`src/rtl/amo_pkg.sv`:
```
package amo_pkg;

   typedef enum logic [1:0] {
      AMO_SWAP = 2'b00,
      AMO_TSET = 2'b01,
      AMO_FINC = 2'b10,
      AMO_READ = 2'b11
   } amo_op_e;

   typedef enum logic [2:0] {
      ST_IDLE,
      ST_LOAD,
      ST_CAPT,
      ST_STORE,
      ST_REPLY
   } amo_state_e;

endpackage

```
`src/rtl/amo_calc.sv`:
```
module amo_calc
   import amo_pkg::*;
#(
   parameter int DW = 32
) (
   input  amo_op_e         op,
   input  logic [DW-1:0]   old_word,
   input  logic [DW-1:0]   operand,
   output logic [DW-1:0]   new_word,
   output logic            do_write
);

   localparam logic [DW-1:0] ONE  = DW'(1);
   localparam logic [DW-1:0] ZERO = '0;

   if (DW < 1) begin : g_bad_dw
      $error("amo_calc: DW must be at least 1");
   end

   always_comb begin
      new_word = old_word;
      do_write = 1'b0;
      unique case (op)
         AMO_SWAP: begin
            new_word = operand;
            do_write = 1'b1;
         end
         AMO_TSET: begin
            new_word = ONE;
            do_write = (old_word == ZERO);
         end
         AMO_FINC: begin
            new_word = old_word + ONE;
            do_write = 1'b1;
         end
         default: begin
            new_word = old_word;
            do_write = 1'b0;
         end
      endcase
   end

endmodule

```
`src/rtl/amo_hold_gate.sv`:
```
module amo_hold_gate #(
   parameter int AW        = 16,
   parameter int MATCH_LSB = 0
) (
   input  logic           lock_active,
   input  logic [AW-1:0]  lock_addr,
   input  logic           snp_valid,
   input  logic [AW-1:0]  snp_addr,
   output logic           snp_ready
);

   logic hit;

   if (MATCH_LSB < 0 || MATCH_LSB >= AW) begin : g_bad_lsb
      $error("amo_hold_gate: MATCH_LSB must lie in 0..AW-1");
   end

   if (MATCH_LSB == 0) begin : g_word_match
      assign hit = (lock_addr == snp_addr);
   end else begin : g_block_match
      assign hit = (lock_addr[AW-1:MATCH_LSB] == snp_addr[AW-1:MATCH_LSB]);
   end

   assign snp_ready = !(snp_valid && lock_active && hit);

endmodule

```
`src/rtl/amo_xchg_unit.sv`:
```
module amo_xchg_unit
   import amo_pkg::*;
#(
   parameter int AW        = 16,
   parameter int DW        = 32,
   parameter int MATCH_LSB = 0
) (
   input  logic           clk,
   input  logic           rst_n,
   input  logic           req_valid,
   output logic           req_ready,
   input  logic [1:0]     req_op,
   input  logic [AW-1:0]  req_addr,
   input  logic [DW-1:0]  req_wdata,
   output logic           rsp_valid,
   output logic [DW-1:0]  rsp_data,
   output logic           mem_en,
   output logic           mem_we,
   output logic [AW-1:0]  mem_addr,
   output logic [DW-1:0]  mem_wdata,
   input  logic [DW-1:0]  mem_rdata,
   input  logic           snp_valid,
   input  logic [AW-1:0]  snp_addr,
   output logic           snp_ready
);

   if (AW < 1) begin : g_bad_aw
      $error("amo_xchg_unit: AW must be at least 1");
   end

   amo_state_e       state_q;
   amo_op_e          op_q;
   logic [AW-1:0]    addr_q;
   logic [DW-1:0]    opnd_q;
   logic [DW-1:0]    old_q;
   logic [DW-1:0]    new_word;
   logic             need_write;
   logic             lock_active;
   logic             accept;

   assign accept      = req_valid && req_ready;
   assign req_ready   = (state_q == ST_IDLE);
   assign lock_active = (state_q == ST_LOAD) || (state_q == ST_CAPT) ||
                        (state_q == ST_STORE);

   always_ff @(posedge clk) begin
      if (!rst_n) begin
         state_q <= ST_IDLE;
         op_q    <= AMO_READ;
         addr_q  <= '0;
         opnd_q  <= '0;
         old_q   <= '0;
      end else begin
         unique case (state_q)
            ST_IDLE: if (accept) begin
               op_q    <= amo_op_e'(req_op);
               addr_q  <= req_addr;
               opnd_q  <= req_wdata;
               state_q <= ST_LOAD;
            end
            ST_LOAD:  state_q <= ST_CAPT;
            ST_CAPT: begin
               old_q   <= mem_rdata;
               state_q <= ST_STORE;
            end
            ST_STORE: state_q <= ST_REPLY;
            default:  state_q <= ST_IDLE;
         endcase
      end
   end

   amo_calc #(.DW(DW)) u_calc (
      .op       (op_q),
      .old_word (old_q),
      .operand  (opnd_q),
      .new_word (new_word),
      .do_write (need_write)
   );

   amo_hold_gate #(.AW(AW), .MATCH_LSB(MATCH_LSB)) u_gate (
      .lock_active (lock_active),
      .lock_addr   (addr_q),
      .snp_valid   (snp_valid),
      .snp_addr    (snp_addr),
      .snp_ready   (snp_ready)
   );

   assign mem_we    = (state_q == ST_STORE) && need_write;
   assign mem_en    = (state_q == ST_LOAD) || mem_we;
   assign mem_addr  = addr_q;
   assign mem_wdata = new_word;
   assign rsp_valid = (state_q == ST_REPLY);
   assign rsp_data  = old_q;

   // a store is always preceded, two cycles earlier, by a load
   a_r6_store_after_load: assert property (@(posedge clk) disable iff (!rst_n)
      (mem_en && mem_we) |-> $past(mem_en && !mem_we, 2));

   // store targets the address that was loaded
   a_r6_store_same_addr: assert property (@(posedge clk) disable iff (!rst_n)
      (mem_en && mem_we) |-> (mem_addr == $past(mem_addr, 2)));

   // one outstanding operation
   a_r9_busy_after_accept: assert property (@(posedge clk) disable iff (!rst_n)
      (req_valid && req_ready) |=> !req_ready);

   // ready returns right after the response
   a_r9_ready_after_reply: assert property (@(posedge clk) disable iff (!rst_n)
      rsp_valid |=> req_ready);

   // no snoop to the locked word passes during the sequence
   a_r7_hold_locked_word: assert property (@(posedge clk) disable iff (!rst_n)
      (snp_valid && snp_ready && lock_active) |->
      ((snp_addr >> MATCH_LSB) != (addr_q >> MATCH_LSB)));

   // test-and-set only ever stores the value one
   a_r2_tset_stores_one: assert property (@(posedge clk) disable iff (!rst_n)
      (mem_en && mem_we && op_q == AMO_TSET) |-> (mem_wdata == DW'(1)));

endmodule

```
`config.mk`:
```
export PLATFORM = sky130hd
export DESIGN_NAME = amo_xchg_unit
export DESIGN_NICKNAME = d
export VERILOG_FILES = /design/src/rtl/amo_pkg.sv /design/src/rtl/amo_calc.sv /design/src/rtl/amo_hold_gate.sv /design/src/rtl/amo_xchg_unit.sv
export SDC_FILE = /design/constraint.sdc
export NUM_CORES = 1
export LEC_CHECK = 0
export BUFFER_PORTS_ARGS = -buffer_cell sky130_fd_sc_hd__buf_2
export CORE_MARGIN = 10
export CORE_UTILIZATION = 54
export DETAILED_ROUTE_END_ITERATION = 6
export PLACE_DENSITY = 0.86
export SLEW_MARGIN = 20
export SYNTH_ARGS = -nofsm -noshare
export SYNTH_HDL_FRONTEND = slang
export SYNTH_HIERARCHICAL = 1
export SYNTH_SLANG_ARGS = --single-unit
```
`constraint.sdc`:
```
create_clock -name clk -period 4.3 [get_ports clk]
set_clock_uncertainty 0.1 [all_clocks]
set_input_delay 0.43 -clock clk [delete_from_list [all_inputs] [get_ports clk]]
set_output_delay 0.43 -clock clk [all_outputs]
set_load 0.02 [all_outputs]
```
== Word-level counts from Yosys, hierarchy flattened ==
Cells that the tools add are included.
Word-level totals
  input port bits: 102
  output and inout port bits: 85
  word-level logic and storage cells: 31
  register bits after elaboration: 85
Operators by class
  multiplexer cells: 4
  $add $sub $neg: 1
  equal/unequal tests: 8
  reduce and logical (&&, ||, !) cells: 13
Operators with widths (count)
  $pmux 32 s3: 1
  $add 32x1->32 const B: 1
  $logic_not 32->1: 1
  $eq 16x16->1: 1
  $pmux 3 s4: 1
  $eq 3x2->1 const B: 2
  $logic_and 1x1->1: 4
  $eq 3x1->1 const B: 1
  $eq 3x3->1 const B: 1
  $logic_not 3->1: 1
  $logic_or 1x1->1: 3
  $mux 3: 1
  $eq 2x1->1 const B: 1
  $eq 2x2->1 const B: 1
  $logic_not 2->1: 1
  $ne 2x1->1 const B: 1
  $pmux 1 s2: 1
  $reduce_and 2->1: 1
  $reduce_or 2->1: 1
  $logic_not 1->1: 1

== Depth between registers and ports, before layout ==
Gate-level depths: netlist of run 1.
  depth in word-level cells: 6
  mapped depth: 7
  mapped depth without buffers: 7

== Hierarchy ==
The synthesis of run 1 kept the hierarchy.
By module, submodules not included
  amo_xchg_unit: seq. area each 1701.6 um2, area each 3500.9 um2, instances 1, cells an instance 377
  amo_calc: seq. area each 0.0 um2, area each 1445.1 um2, instances 1, cells an instance 238
  amo_hold_gate: seq. area each 0.0 um2, area each 176.4 um2, instances 1, cells an instance 22

== Worst setup path after synthesis of run 1 ==
No wires, ideal clock.
  path type: register to output
  start: register old_q[1] (netlist: rsp_data[1])
  end: output mem_wdata[20]
  path slack: 1.207 ns
  required time: 3.770 ns
  cell stages (with the launch flop): 7
  data arrival time: 2.563 ns
  path through: dfxtp_1 ha_1 nand3_1 clkbuf_1 nor4_2 nand3_1 o311ai_0
On the way
  cells in the longest elaborated chain, start to end: 2
RTL lines
  start: declaration: RTL line amo_xchg_unit.sv:35  | logic [DW-1:0] old_q;
  start signal: assignment: RTL line amo_xchg_unit.sv:63  | old_q <= mem_rdata;
  $add 32x1->32: RTL line amo_calc.sv:33  | new_word = old_word + ONE;
  $pmux 32 s3: RTL line amo_calc.sv:23  | unique case (op)
  end: declaration: RTL line amo_xchg_unit.sv:20  | output logic [DW-1:0] mem_wdata,
Every way passes these cells.

== Worst setup path in the final report of run 1 ==
Ends and elaborated chain as after synthesis.

==> qor.csv, run 1 <==
stage,metric,value,unit
global_routing,grt_max_degree,64,
global_routing,grt_pass1_wl,25700,um
yosys,synth_edf_count,0,
yosys,yosys_most_used_dff,dfxtp_1,
sta,tightest_slew,1010,ps
clocking,cts_root_buffer,clkbuf_8,
yosys,synth.ff_latch_count,85,
worst_setup_path,worst-path-max-fanout,11,
yosys,synthCells,637,
route,firstDrtPassIters,5,
floorplanning,core,9240,um2
yosys,synthesis.area,5120,um2
worst_setup_path,cp-startpoint,rsp_data[1],
clocking,post_cts_buffers,0,
yosys,ys_seq_area_share,33.2,%
clocking,cts_buffers,9,
sta,setup_viol,0,
yosys,yosys-top-cells-area,"dfxtp_1, mux2i_1, nand2_1",
final_layout,layout.cells.non_filler,924,
outcome,outcome,"finished, final reports clean",
clocking,cts_tree,yes,
worst_setup_path,max_stage_delay,970,ps
floorplanning,die_y,117,um
yosys,yosys.area.top_type,dfxtp_1,
global_routing,grt_pass1_vias,5154,
floorplanning,die_w,117,um
route,wl,16100,um
placed_design,dpl.hpwl,12200,um
yosys,async_reset_ff_share,0,%
final_layout,drive_gt1_share,27.7,%
min_path,hold_class,input port to register,
placed_design,detailedPlace.worstSlack,1120,ps
route,post_drt_wl_per_cell,17.4,um
clocking,hold_buffers,0,
final_layout,diodes,0,
yosys,ys.warnings.count,6,
worst_setup_path,required,3770,ps
global_routing,antenna_found_initial,0,
clocking,cts.clk_slew.worst_paths,100,ps
sta,fin_crit_sh,84.1,%
yosys,synth_nets,741,
worst_setup_path,start_kind,register,
worst_setup_path,r2r_start,state_q[0],
placed_design,place_congestion,0.864,
route,vias,5237,
floorplanning,num_rows,35,
sta,drv_slew,0,
worst_setup_path,cp_cell_sequence,ha_1 > nand3_1 > nor4_2 > nand3_1 > o311ai_0 > buf_2,
worst_setup_path,cpMaxStageDelayCell,nor4_2,
final_layout,fin_nets,894,
min_path,hp-start,req_addr[2],
yosys,avgSynthCellArea,8.04,um2
clocking,clockBufferDepth,2,
floorplanning,start_util,55.4,%
sta,setup_tns,0,ps
clocking,htreeDepth,3,
worst_setup_path,path_buf_inv,1,
yosys,synthDistinctLibCells,53,
yosys,synthTopCellsByCount,"nand2_1, mux2i_1, dfxtp_1",
pwr,peakVddDrop,0.000174,V
clocking,clkLatencyLatePin,360,ps
route,ant_nets,0,
yosys,synth_top_cell_area_share,33.2,%
yosys,yosysMostFrequentCell,nand2_1,
sta,fin_ws,682,ps
sta,fmax,276,MHz
placed_design,portBuffers,186,
global_routing,grt_usage,21.9,%
route,drc,0,
sta,rsz0062_at_grt,no,
worst_setup_path,crit_arrival,3090,ps
clocking,cts.sinks,85,
placed_design,dpl.cell_count,908,
route,vias_per_cell,5.67,
sta,hold_viol,0,
worst_setup_path,cp_top_family,simple AND/OR/NAND/NOR gates,
pwr,p_per_area,339,nW/um2
sta,slew_headroom,31.8,%
worst_setup_path,cp-end-kind,output pin,
floorplanning,die-area,13800,um2
global_routing,globalRouteOverflowTotal,0,
job,cap_violations,0,
pwr,leakage,2.72,nW
final_layout,area_growth,21.0,%
worst_setup_path,path_common_cell,nand3_1,
floorplanning,pin_count,187,
sta,period_needed,3620,ps
worst_setup_path,critical_path_class,register to output pin,
route,drt_iter0_markers,441,
clocking,cts.repair.resized,0,
-- per-stage QoR --
step	util (%)	instance area [um2]	hold slack (ps)	total power [mW]
after detailed placement	64.6	5970	349	1.46
after global routing	67.1	6200	193	2.20
final	67.1	6200	198	2.10
after floorplan	-	5120	330	1.30
after global placement	64.6	5970	340	1.44
after CTS	67.1	6200	190	2.11
-- layer usage --
metal  track usage [%]  up-vias  routed length, um
li1                  -     2538                  -
met1              25.7     2377               6660
met2              35.2      286               7280
met3              8.20       36               1690
met4              8.69        0                451
met5                 0        -                  0
-- registers in the layout, indices dropped and copies added (netlist names) --
| register | flops |
|---|---|
| op_q | 2 |
| rsp_data | 32 |
| mem_addr | 16 |
| opnd_q | 32 |
| state_q | 3 |
-- kinds of logic after synthesis --
group | after synthesis | synth area share [%]
mux | 93 | 18.2
flops | 85 | 33.2
buf+inv | 65 | 7.35
xor+xnor | 17 | 2.91
simple gates | 308 | 28.9
compound gates | 67 | 8.94
fa+ha+maj | 2 | 0.488
-- cells in the final DEF (no fill, tap or decap), types with 3 or more instances in the layout --
cell type | netlist | layout
o22ai_1 | 3 | 3
or4_1 | 5 | 5
nor2b_1 | 12 | 12
buf_2 | 6 | 185
o311ai_0 | 11 | 11
nand2_1 | 188 | 188
nor4_1 | 19 | 19
o21ai_0 | 21 | 21
xnor2_1 | 17 | 17
dfxtp_1 | 85 | 84
clkbuf_8 | 0 | 10
mux2i_1 | 93 | 93
and3_1 | 6 | 6
a31oi_1 | 4 | 4
nor2_1 | 8 | 8
a21oi_1 | 6 | 6
nand4_1 | 12 | 12
nand3_1 | 22 | 22
nor4b_1 | 4 | 4
buf_4 | 1 | 9
inv_1 | 13 | 13
nor3b_1 | 3 | 3
o211ai_1 | 8 | 8
nor3_1 | 10 | 10
-- final cells by class --
type,instances,area (um2)
flip-flops and latches,85,1700
clock inverters,6,92.6
inverters,13,48.8
repair buffers,194,993
clock buffers,10,138
fillers,770,3040
well taps,129,161
multi-input cells,487,3060
-- worst paths after layout --
| check | slack [ps] | cells past startpoint | endpoint |
|---|---|---|---|
| min | 200 | 3 | mem_addr[2] |
| min reg2reg | 360 | 2 | opnd_q[0] |
| max | 680 | 6 | mem_wdata[20] |
| max reg2reg | 2580 | 3 | opnd_q[20] |
-- report_power, final --
| group | leakage [nW] | switching (mW) | total (mW) | internal [mW] |
|---|---|---|---|---|
| Sequential | 0.695 | 0.0922 | 0.945 | 0.853 |
| Clock | 0.110 | 0.315 | 0.662 | 0.347 |
| Combinational | 1.92 | 0.287 | 0.495 | 0.208 |
-- tightest hold or removal path, stage by stage --
cell	delay, ps
buf_2	90
nand2_1	40
mux2i_1	50
Note: power is estimated with default switching activity, not from simulation.
==> run 2: changes to the inputs <==
CORE_UTILIZATION = 50   (was 54)
PLACE_DENSITY = 0.81   (was 0.86)
clock period = 3.7 ns   (was 4.3 ns; I/O delays follow)
==> run 2 against run 1 <==
  * The flow now finishes with violations (DRC)
  * Utilization decreased by 4.2 points
  * Via count fell by 1.3%
  * Largest cell class unchanged
  * Combinational power grew 17%
  * First-iteration DRC count is 29% lower
  * Critical path depth shrank 1
  * Clock power up 7.3%
  * Flip-flop and latch count did not move
  * Critical endpoint is now mem_wdata[23]
  * Routed wire length is 0.27% higher
  * Final area about the same
  * Non-clock buffer count rose by 1
==> qor.csv, run 2 (synthesis results as in run 1) <==
stage,metric,value,unit
route,ant_nets,0,
placed_design,dpl.hpwl,12200,um
worst_setup_path,required,3230,ps
worst_setup_path,worst-path-max-fanout,12,
clocking,cts_buffers,9,
global_routing,grt_max_degree,90,
placed_design,detailedPlace.worstSlack,675,ps
sta,setup_tns,0,ps
clocking,cts.sinks,85,
worst_setup_path,crit_arrival,2990,ps
sta,rsz0062_at_grt,no,
worst_setup_path,rrSetupSlack,1930,ps
global_routing,antenna_found_initial,1,
pwr,power.switching,771,uW
sta,fin_ws,244,ps
floorplanning,pin_count,187,
final_layout,drive_gt1_share,27.5,%
final_layout,final_cell_area,6200,um2
sta,hold_viol,0,
route,wl,16100,um
pwr,leakage,2.73,nW
final_layout,fin_nets,895,
floorplanning,start_util,51.9,%
worst_setup_path,rr_worst_depth,3,
clocking,cts.repair.resized,0,
route,drc,1,
sta,tightest_slew,759,ps
sta,setup_viol,0,
route,post_drt_wl_per_cell,17.3,um
final_layout,layout.cells.non_filler,930,
pwr,p_int,1.61,mW
sta,drv_slew,0,
min_path,whs_path_depth,3,
clocking,post_cts_buffers,0,
worst_setup_path,worstReg2RegEnd,opnd_q[23],
pwr,clkPwrFrac,29.8,%
route,firstDrtPassIters,7,
sta,fmax,289,MHz
route,vias_per_cell,5.56,
clocking,clockBufferDepth,2,
sta,period_needed,3460,ps
global_routing,grt_usage,21.1,%
placed_design,place_congestion,0.888,
worst_setup_path,cpMaxStageDelayCell,or4_1,
clocking,hold_buffers,0,
floorplanning,die_w,121,um
final_layout,layout_commonest_cell,nand2_1,
job,cap_violations,0,
clocking,clkLatencyLatePin,360,ps
route,vias,5167,
worst_setup_path,cp-end-kind,output pin,
worst_setup_path,start_kind,register,
final_layout,final_cell_mix,"nand2_1, buf_2, mux2i_1",
outcome,violations,DRC,
pwr,seq_power_share,45.8,%
floorplanning,die_y,121,um
clocking,cts_tree,yes,
worst_setup_path,max_stage_delay,750,ps
final_layout,fillerInstances,885,
worst_setup_path,cp_cell_sequence,nand3_1 > or4_1 > or4_1 > o211ai_1 > buf_2,
clocking,cts_root_buffer,clkbuf_8,
floorplanning,die-area,14700,um2
clocking,cts.clk_slew.worst_paths,80,ps
placed_design,place_area,5990,um2
pwr,p_per_area,384,nW/um2
pwr,peakVddDrop,0.000231,V
clocking,htreeDepth,3,
min_path,hold_class,input port to register,
pwr,pwr-share-comb,24.4,%
global_routing,globalRouteOverflowTotal,0,
pwr,p_sw_share,32.4,%
final_layout,area_growth,21.0,%
min_path,hp-start,req_wdata[21],
outcome,outcome,"finished, violations left",
worst_setup_path,path_common_cell,or4_1,
placed_design,dpl.cell_count,913,
global_routing,grt_pass1_vias,5102,
placed_design,portBuffers,186,
worst_setup_path,critical_path_class,register to output pin,
floorplanning,num_rows,36,
worst_setup_path,cp-startpoint,rsp_data[4],
sta,slew_headroom,49.2,%
route,drt_iter0_markers,315,
sta,fin_crit_sh,93.4,%
worst_setup_path,r2r_start,state_q[2],
floorplanning,core,9860,um2
global_routing,grt_pass1_wl,25700,um
worst_setup_path,endpoint,mem_wdata[23],
[run 2: cell types whose count changed in the layout (fill, tap and decap cells not counted), sizes merged]
cell and delta:
diode +1, clkbuf +1, buf +1, inv -2
clkinvlp -2, clkinv +3
[run 2: per-layer routing]
metal | track usage, % | up-vias | part of all wire (%)
met5 | 0 | - | 0
met4 | 7.68 | 0 | 2.0
met3 | 7.77 | 24 | 9.9
met2 | 34.1 | 221 | 46
met1 | 25.1 | 2384 | 42
li1 | - | 2538 | -
[run 2: final cells by class]
type	count	area, um2	area share, %
Inverter	13	48.8	0.787
Multi-Input combinational cell	487	3060	49.3
Tap cell	133	166	2.68
Clock inverter	5	75.1	1.21
Antenna cell	1	2.50	0.0404
Timing Repair Buffer	195	1010	16.3
Clock buffer	11	131	2.12
Sequential cell	85	1700	27.5
[run 2: through the flow]
step	utilization [%]	total power, mW	hold WS, ps
6_report	62.8	2.38	146
5_1_grt	62.8	2.50	139
4_1_cts	62.8	2.40	135
3_5_place_dp	60.7	1.69	346
3_3_place_gp	60.7	1.68	340
2_1_floorplan	-	1.51	330
[run 2: worst min-delay path by stage]
stage | endpoint
finish | opnd_q[21]
global route | opnd_q[10]
CTS | mem_addr[9]
detailed placement | opnd_q[12]
global placement | opnd_q[0]
floorplan | opnd_q[24]
[run 2: worst max-delay path: cells and delay by family (launching register included)]
kind                   cells  cell delay, ps
flip-flops                 1             500
AND/OR/NAND/NOR            3            1670
AO/OA/AOI/OAI              1             240
buffers and inverters      1             210
[run 2: power by group through the flow]
stage | sequential, mW | combinational, mW | clock [mW]
after floorplan | 1.12 | 0.391 | 0
after global placement | 1.10 | 0.573 | 0
after detailed placement | 1.11 | 0.583 | 0
after CTS | 1.09 | 0.585 | 0.722
after global routing | 1.11 | 0.632 | 0.758
final | 1.09 | 0.580 | 0.710
==> run 3: changes to the inputs <==
RECOVER_POWER = 25   (was not set)
clock period = 3.56 ns   (was 3.7 ns; I/O delays follow)
==> run 3 against run 2 <==
  * The run ends with capacitance limit, slew limit left
  * Combinational power is 4.1% higher
  * Flip-flop and latch count stayed put
  * Die area stayed put
  * Clock-buffer cell count is 2 lower
  * Via count is 1.6% higher
  * Largest power group unchanged
  * Utilization is 0.089 points lower
  * Global-route usage is 0.82 points higher
  * Non-clock buffer count is 3 higher
  * Critical path depth stayed put
  * Sequential share of layout area hardly changed
==> qor.csv, run 3 (synthesis results as in run 1) <==
stage,metric,value,unit
min_path,hp-start,req_addr[13],
final_layout,layout_commonest_cell,nand2_1,
route,wl,16600,um
outcome,outcome,"finished, violations left",
floorplanning,pin_count,187,
clocking,cts.sinks,85,
placed_design,dpl.hpwl,12500,um
placed_design,place_congestion,0.894,
worst_setup_path,cp-end-kind,output pin,
placed_design,dpl.cell_count,916,
pwr,p_per_area,398,nW/um2
pwr,p_total,2.47,mW
worst_setup_path,worst-path-max-fanout,12,
route,drc,0,
job,cap_violations,1,
sta,fmax,301,MHz
route,wirelength_met1,7000,um
placed_design,detailedPlace.worstSlack,534,ps
final_layout,drive_gt1_share,25.2,%
clocking,hold_buffers,0,
route,firstDrtPassIters,6,
global_routing,grt_max_degree,96,
floorplanning,core,9860,um2
clocking,cts.clk_slew.worst_paths,100,ps
sta,slew_headroom,-14.3,%
global_routing,grt_usage,21.9,%
clocking,htreeDepth,3,
clocking,cts_root_buffer,clkbuf_8,
final_layout,fillerInstances,843,
final_layout,final_cell_area,6190,um2
route,post_drt_wl_per_cell,17.9,um
worst_setup_path,critical_path_class,register to output pin,
final_layout,fin_nets,898,
sta,drv_slew,95,
final_layout,final_cell_mix,"nand2_1, buf_2, mux2i_1",
floorplanning,start_util,51.9,%
worst_setup_path,start_kind,register,
route,ant_nets,0,
pwr,leakage,2.64,nW
route,dr_wl_met2,7770,um
global_routing,globalRouteOverflowTotal,0,
sta,tightest_slew,1710,ps
worst_setup_path,cp-startpoint,rsp_data[4],
global_routing,grt_pass1_vias,5189,
sta,rsz0062_at_grt,no,
placed_design,portBuffers,186,
sta,setup_viol,0,
placed_design,place_area,6010,um2
clocking,cts_buffers,9,
clocking,clkLatencyLatePin,390,ps
final_layout,area_growth,20.9,%
final_layout,layout.cells.non_filler,932,
global_routing,grt_pass1_wl,26400,um
sta,fin_ws,233,ps
worst_setup_path,required,3100,ps
outcome,violations,"capacitance limit, slew limit",
min_path,hold_class,input port to register,
route,vias_per_cell,5.64,
global_routing,antenna_found_initial,1,
sta,period_needed,3330,ps
floorplanning,die_y,121,um
floorplanning,num_rows,36,
sta,setup_tns,0,ps
worst_setup_path,crit_arrival,2870,ps
final_layout,diodes,0,
pwr,peakVddDrop,0.000353,V
route,met3_length,1640,um
floorplanning,die_w,121,um
clocking,cts_tree,yes,
route,vias,5252,
route,top_layer,met5,
worst_setup_path,r2r_start,state_q[1],
final_layout,final_util,62.8,%
clocking,clockBufferDepth,2,
sta,hold_slack,101,ps
sta,hold_viol,0,
floorplanning,die-area,14700,um2
sta,fin_crit_sh,93.5,%
route,drt_iter0_markers,475,
==> run 3: changes by cell type in the layout (fill, tap and decap cells not counted) <==
cell	change
nand3_1	-1
clkbuf_2	+1
bufinv_16	-1
clkinvlp_4	+1
buf_4	+2
buf_2	-24
clkinv_4	+2
clkinv_2	-3
diode_2	-1
nand3_2	+1
clkbuf_1	+22
inv_6	+3
==> run 3: what timing repair did <==
action                                  in CTS  in global routing
setup buffers                                0                  0
gates resized for setup                      0                  1
endpoints found under the setup margin       0                  1
==> run 3: cell type report <==
cell class,instances,area (um2),area share [%]
timing repair buffer,198,1000,16.2
multi-input combinational,487,3060,49.5
tap,133,166,2.69
clock buffer,9,124,2.00
inverter,13,48.8,0.788
sequential,85,1700,27.5
clock inverter,7,81.3,1.31
==> run 3: worst paths after layout <==
check                                      to  slack, ps  cells after the start
worst max-delay path            mem_wdata[23]        230                      5
worst min register to register     opnd_q[12]        360                      2
worst min-delay path             mem_addr[13]        100                      3
worst max register to register   rsp_data[22]       1780                      3
==> run 3: power breakdown <==
group / internal [mW] / switching, mW
registers: 1.03 / 0.109
clock network: 0.334 / 0.390
logic: 0.249 / 0.355
total: 1.61 / 0.854
==> run 3: layer usage <==
metal	GRT usage, %	vias to the layer above
li1	-	2545
met1	26.3	2421
met2	35.6	262
met3	8.84	22
met4	5.74	2
met5	0	-
==> run 3: worst max-delay path: stages, from the launching register on <==
cell,delay [ps]
dfxtp_1,510
nand3_2,280
or4_1,740
or4_1,550
o211ai_1,200
buf_2,200
